[config.mk]
export PLATFORM = sky130hd
export DESIGN_NAME = rtc_irq_status
export DESIGN_NICKNAME = d
export VERILOG_FILES = /design/src/rtl/rtc_irq_pkg.sv /design/src/rtl/rtc_flag_cell.sv /design/src/rtl/rtc_rd_ctrl.sv /design/src/rtl/rtc_irq_drive.sv /design/src/rtl/rtc_irq_status.sv
export SDC_FILE = /design/constraint.sdc
export NUM_CORES = 1
export LEC_CHECK = 0
export ABC_CLOCK_PERIOD_IN_PS = 1400
export BUFFER_PORTS_ARGS = -buffer_cell sky130_fd_sc_hd__buf_2
export CORE_AREA = 2 2 39 41
export DETAILED_ROUTE_END_ITERATION = 7
export DIE_AREA = 0 0 41 43
export PLACE_DENSITY = 0.66
export SYNTH_ARGS = -nofsm -noshare
export SYNTH_HDL_FRONTEND = slang
export SYNTH_SLANG_ARGS = --single-unit
[constraint.sdc]
create_clock -name clk_i -period 1.4 [get_ports clk_i]
set_input_delay 0.35 -clock clk_i [delete_from_list [all_inputs] [get_ports clk_i]]
set_output_delay 0.35 -clock clk_i [all_outputs]
set_load 0.05 [all_outputs]
[src/rtl/rtc_irq_pkg.sv]
package rtc_irq_pkg;

    localparam int unsigned STAT_W   = 8;
    localparam int unsigned N_SRC    = 3;
    localparam int unsigned FLAG_LSB = 4;
    localparam int unsigned SUM_BIT  = 7;

    // Source order inside flag vectors: index 0 update, 1 alarm, 2 periodic.
    localparam int unsigned SRC_UPD = 0;
    localparam int unsigned SRC_ALM = 1;
    localparam int unsigned SRC_PER = 2;

    typedef struct packed {
        logic flag;
        logic held;
    } cell_st_t;

    typedef struct packed {
        logic              strobe;
        logic [STAT_W-1:0] snap;
    } rd_st_t;

    typedef struct packed {
        logic irq_n;
    } drv_st_t;

endpackage

[src/rtl/rtc_flag_cell.sv]
module rtc_flag_cell
    import rtc_irq_pkg::*;
(
    input  logic clk_i,
    input  logic rst_i,
    input  logic evt_i,
    input  logic rd_busy_i,
    input  logic rd_fall_i,
    output logic flag_o
);

    cell_st_t st_d, st_q;

    always_comb begin
        st_d = st_q;
        if (rd_busy_i) begin
            if (evt_i) begin
                st_d.held = 1'b1;
            end
        end else if (rd_fall_i) begin
            st_d.flag = st_q.held | evt_i;
            st_d.held = 1'b0;
        end else if (evt_i) begin
            st_d.flag = 1'b1;
        end
    end

    always_ff @(posedge clk_i) begin
        if (rst_i) begin
            st_q <= '0;
        end else begin
            st_q <= st_d;
        end
    end

    assign flag_o = st_q.flag;

    p_poll_set_r2: assert property (@(posedge clk_i) disable iff (rst_i)
        (!rd_busy_i && evt_i) |=> flag_o);

    p_hold_in_read_r5: assert property (@(posedge clk_i) disable iff (rst_i)
        rd_busy_i |=> (flag_o == $past(flag_o)));

    p_merge_on_end_r5: assert property (@(posedge clk_i) disable iff (rst_i)
        rd_fall_i |=> (flag_o == $past(st_q.held | evt_i)) && !st_q.held);

    p_clear_on_end_r4: assert property (@(posedge clk_i) disable iff (rst_i)
        (rd_fall_i && !st_q.held && !evt_i) |=> !flag_o);

endmodule

[src/rtl/rtc_rd_ctrl.sv]
module rtc_rd_ctrl
    import rtc_irq_pkg::*;
#(
    parameter int unsigned NSRC  = N_SRC,
    parameter int unsigned DW    = STAT_W,
    parameter int unsigned F_LSB = FLAG_LSB,
    parameter int unsigned S_BIT = SUM_BIT
) (
    input  logic            clk_i,
    input  logic            rst_i,
    input  logic            strobe_i,
    input  logic [NSRC-1:0] flags_i,
    input  logic            irq_n_i,
    output logic            busy_o,
    output logic            rise_o,
    output logic            fall_o,
    output logic [DW-1:0]   data_o
);

    rd_st_t st_d, st_q;
    logic [DW-1:0] status_now;

    always_comb begin
        status_now = '0;
        for (int i = 0; i < int'(NSRC); i++) begin
            status_now[F_LSB+i] = flags_i[i];
        end
        status_now[S_BIT] = ~irq_n_i;
    end

    assign busy_o = strobe_i;
    assign rise_o = strobe_i & ~st_q.strobe;
    assign fall_o = ~strobe_i & st_q.strobe;

    always_comb begin
        st_d        = st_q;
        st_d.strobe = strobe_i;
        if (rise_o) begin
            st_d.snap = status_now;
        end
    end

    always_ff @(posedge clk_i) begin
        if (rst_i) begin
            st_q <= '0;
        end else begin
            st_q <= st_d;
        end
    end

    assign data_o = st_q.snap;

    p_snap_stable_r3: assert property (@(posedge clk_i) disable iff (rst_i)
        !rise_o |=> $stable(data_o));

    p_low_bits_zero_r8: assert property (@(posedge clk_i) disable iff (rst_i)
        rise_o |=> (data_o[F_LSB-1:0] == '0));

endmodule

[src/rtl/rtc_irq_drive.sv]
module rtc_irq_drive
    import rtc_irq_pkg::*;
#(
    parameter int unsigned NSRC = N_SRC
) (
    input  logic            clk_i,
    input  logic            rst_i,
    input  logic [NSRC-1:0] flags_i,
    input  logic [NSRC-1:0] en_i,
    output logic            irq_n_o
);

    drv_st_t st_d, st_q;

    always_comb begin
        st_d       = st_q;
        st_d.irq_n = ~(|(flags_i & en_i));
    end

    always_ff @(posedge clk_i) begin
        if (rst_i) begin
            st_q <= '{irq_n: 1'b1};
        end else begin
            st_q <= st_d;
        end
    end

    assign irq_n_o = st_q.irq_n;

    p_irq_assert_r6: assert property (@(posedge clk_i) disable iff (rst_i)
        (|(flags_i & en_i)) |=> !irq_n_o);

    p_irq_release_r6: assert property (@(posedge clk_i) disable iff (rst_i)
        !(|(flags_i & en_i)) |=> irq_n_o);

endmodule

[src/rtl/rtc_irq_status.sv]
module rtc_irq_status
    import rtc_irq_pkg::*;
#(
    parameter int unsigned DW    = STAT_W,
    parameter int unsigned F_LSB = FLAG_LSB,
    parameter int unsigned S_BIT = SUM_BIT
) (
    input  logic          clk_i,
    input  logic          rst_i,
    input  logic          evt_periodic_i,
    input  logic          evt_alarm_i,
    input  logic          evt_update_i,
    input  logic          en_periodic_i,
    input  logic          en_alarm_i,
    input  logic          en_update_i,
    input  logic          rd_strobe_i,
    output logic [DW-1:0] rd_data_o,
    output logic          irq_n_o
);

    localparam int unsigned NSRC = N_SRC;

    logic [NSRC-1:0] src_evt;
    logic [NSRC-1:0] src_en;
    logic [NSRC-1:0] src_flag;
    logic            rd_busy;
    logic            rd_rise;
    logic            rd_fall;

    always_comb begin
        src_evt          = '0;
        src_en           = '0;
        src_evt[SRC_PER] = evt_periodic_i;
        src_evt[SRC_ALM] = evt_alarm_i;
        src_evt[SRC_UPD] = evt_update_i;
        src_en[SRC_PER]  = en_periodic_i;
        src_en[SRC_ALM]  = en_alarm_i;
        src_en[SRC_UPD]  = en_update_i;
    end

    for (genvar g = 0; g < int'(NSRC); g++) begin : g_cell
        rtc_flag_cell u_cell (
            .clk_i     (clk_i),
            .rst_i     (rst_i),
            .evt_i     (src_evt[g]),
            .rd_busy_i (rd_busy),
            .rd_fall_i (rd_fall),
            .flag_o    (src_flag[g])
        );
    end

    rtc_rd_ctrl #(
        .NSRC  (NSRC),
        .DW    (DW),
        .F_LSB (F_LSB),
        .S_BIT (S_BIT)
    ) u_rd (
        .clk_i    (clk_i),
        .rst_i    (rst_i),
        .strobe_i (rd_strobe_i),
        .flags_i  (src_flag),
        .irq_n_i  (irq_n_o),
        .busy_o   (rd_busy),
        .rise_o   (rd_rise),
        .fall_o   (rd_fall),
        .data_o   (rd_data_o)
    );

    rtc_irq_drive #(
        .NSRC (NSRC)
    ) u_drv (
        .clk_i   (clk_i),
        .rst_i   (rst_i),
        .flags_i (src_flag),
        .en_i    (src_en),
        .irq_n_o (irq_n_o)
    );

    p_summary_bit_r7: assert property (@(posedge clk_i) disable iff (rst_i)
        rd_rise |=> (rd_data_o[S_BIT] == !$past(irq_n_o)));

    p_enable_keeps_flags_r9: assert property (@(posedge clk_i) disable iff (rst_i)
        (!rd_busy && !rd_fall && (src_evt == '0)) |=> (src_flag == $past(src_flag)));

endmodule

==> out/qor.csv <==
metric,value,unit
outcome,completed,
hpwl,662,um
critPathMaxFanout,2,
setup_viol,0,
power.density,1230,mW/mm^2
drc,0,
path_cells,buf_2,
yosysTopAreaCell,dfxtp_1,
rsz0062_at_grt,no,
diodes,0,
power_switching,205,uW
grt_max_degree,13,
r2r_start,u_rd.st_q[8]$_SDFF_PP0_,
dieWidth,41,um
max_stage_delay,350,ps
io_buffer_count,13,
rr_worst_depth,3,
cts_tree,done,
end_kind,output port,
grt_overflow_total,0,
cts_buffers,3,
syn_to_final_growth,8.24,%
core_region_area,0.00138,mm^2
r2r_slack,310,ps
crit_type,flop to output port,
worstSkewPairLatency,260,ps
r2r-end,u_rd.data_o[4]$_SDFFE_PP0P_,
root_buffer,clkbuf_4,
synthDominantCellAreaShare,0.452,
drt_iter0_markers,16,
wl_per_cell,10.6,um
whs,369,ps
synth.area.top_cells,"dfxtp_1 45%, buf_4 11%, nor2_1 9.2%",
crit_slowest_cell,dfxtp_1,
drive_above_1_share,0.261,
final-max-slew-violation-count,0,
critPathBufInv,1,
die-area,0.00176,mm^2
pwr-share-comb,0.179,
dr.pass1.iters,4,
grt_pass1_wl,1440,um
multi_input_area,228,um^2
required,1050,ps
finalHoldViolCount,0,
fillers,151,
clk_path_buf_depth,2,
hp-class,primary input to flop,
arrival,880,ps
vias,397,
rows,14,
syn_area,532,um^2
seq_area_frac_synth,0.452,
ctsHoldBuffers,0,
min-delay-start,evt_periodic_i,
synth-seq-cells,12,
min_period,1230,ps
clkPwrFrac,0.283,
ctsResizeCount,0,
path_clk_slew,70,ps
grtUsageTotal,0.123,
synth_cells,60,
htreeDepth,1,
numClockSinks,12,
syn_avg_cell_area,8.86,um^2
routabilityCongestion,0.706,
grt_pass1_vias,369,
via_per_inst,4.67,
cp-startpoint,u_drv.irq_n_o$_SDFF_PP1_,
skew,2.72,ps
maxCapViolations,0,
crit_family,flip-flops,
p_leak,0.000261,uW
min_to,g_cell[2].u_cell.st_q[0]$_SDFFE_PP0P_,
fp.dieH,43,um
routed_wl,903,um
peakVddDrop,583,uV
p_seq_frac,0.537,
drtAntennaViolNets,0,
fmax,810,MHz
period_share,0.882,
synth_warnings,0,
layout_common_cells,"13 x nor2_1, 13 x buf_2, 12 x dfxtp_1, 6 x a21oi_1, 4 x conb_1",
hold-path-cell-count,3,
synth.distinct_cells,17,
ios,18,
cp-start-kind,flop,
setup_tns,0,ps
postCtsSetupBuffers,0,
seq_area,240,um^2
fin_nets,80,
intPower,504,uW
swShare,0.289,
antenna_found_initial,0,
initial_utilization,0.384,
## cell type report
type / count / share of cell area
Sequential cell: 12 / 0.417
Tap cell: 16 / 0.0348
Multi-Input combinational cell: 41 / 0.396
Timing Repair Buffer: 13 / 0.113
Clock buffer: 3 / 0.0391
## power groups by stage
stage	clock network (uW)	registers, uW	logic, uW
floorplan	0	392	112
global placement	0	388	126
detailed placement	0	389	127
CTS	211	381	128
global route	227	385	139
finish	201	381	127
## through the flow
step                area (um^2)  setup WS (ps)  cells  total power, uW   util
floorplan                   543            421     63              504      -
global placement            553            248     82              515  0.400
detailed placement          553            217     82              517  0.400
CTS                         576            156     85              721  0.416
global route                576            123     85              751  0.416
finish                      576            165     85              710  0.416
## state kept, by name (all words and copies together) (netlist names)
name	count
u_rd.st_q	1
g_cell.u_cell.flag_o	3
u_rd.data_o	4
g_cell.u_cell.st_q	3
u_drv.irq_n_o	1
## worst max-delay path by stage
| stage | end | cells after the start |
|---|---|---|
| after floorplan | u_rd.data_o[4]$_SDFFE_PP0P_ | 4 |
| after global placement | u_rd.data_o[5]$_SDFFE_PP0P_ | 4 |
| after detailed placement | u_rd.data_o[4]$_SDFFE_PP0P_ | 4 |
| after CTS | irq_n_o | 1 |
| after global routing | irq_n_o | 1 |
| final | irq_n_o | 1 |
## cells in the mapped netlist (all sizes together)
cell    count
a211oi      1
a21oi       6
a222oi      1
and2b       1
buf         9
clkbuf      1
conb        1
dfxtp      12
mux2i       3
nand2       1
nand2b      3
nor2       13
nor2b       2
o21a        3
o21ai       2
or2         1
## cell families (layout without fill, tap and decap cells)
kind of cell,Yosys count,after routing,share of synthesized area
DFF,12,12,0.452
AOI/OAI and AO/OA,13,13,0.160
other,1,4,0.00705
muxes,3,3,0.0565
and+or+nand+nor,21,21,0.184
buffers and inverters,10,16,0.141
## routing by layer
layer,vias to the layer above,track usage,part of all wire
met2,14,0.194,0.47
li1,204,-,-
met4,0,0.0400,0
met5,-,0,0
met1,179,0.128,0.43
met3,0,0.0785,0.094
Power figures use the tool's default switching activity.
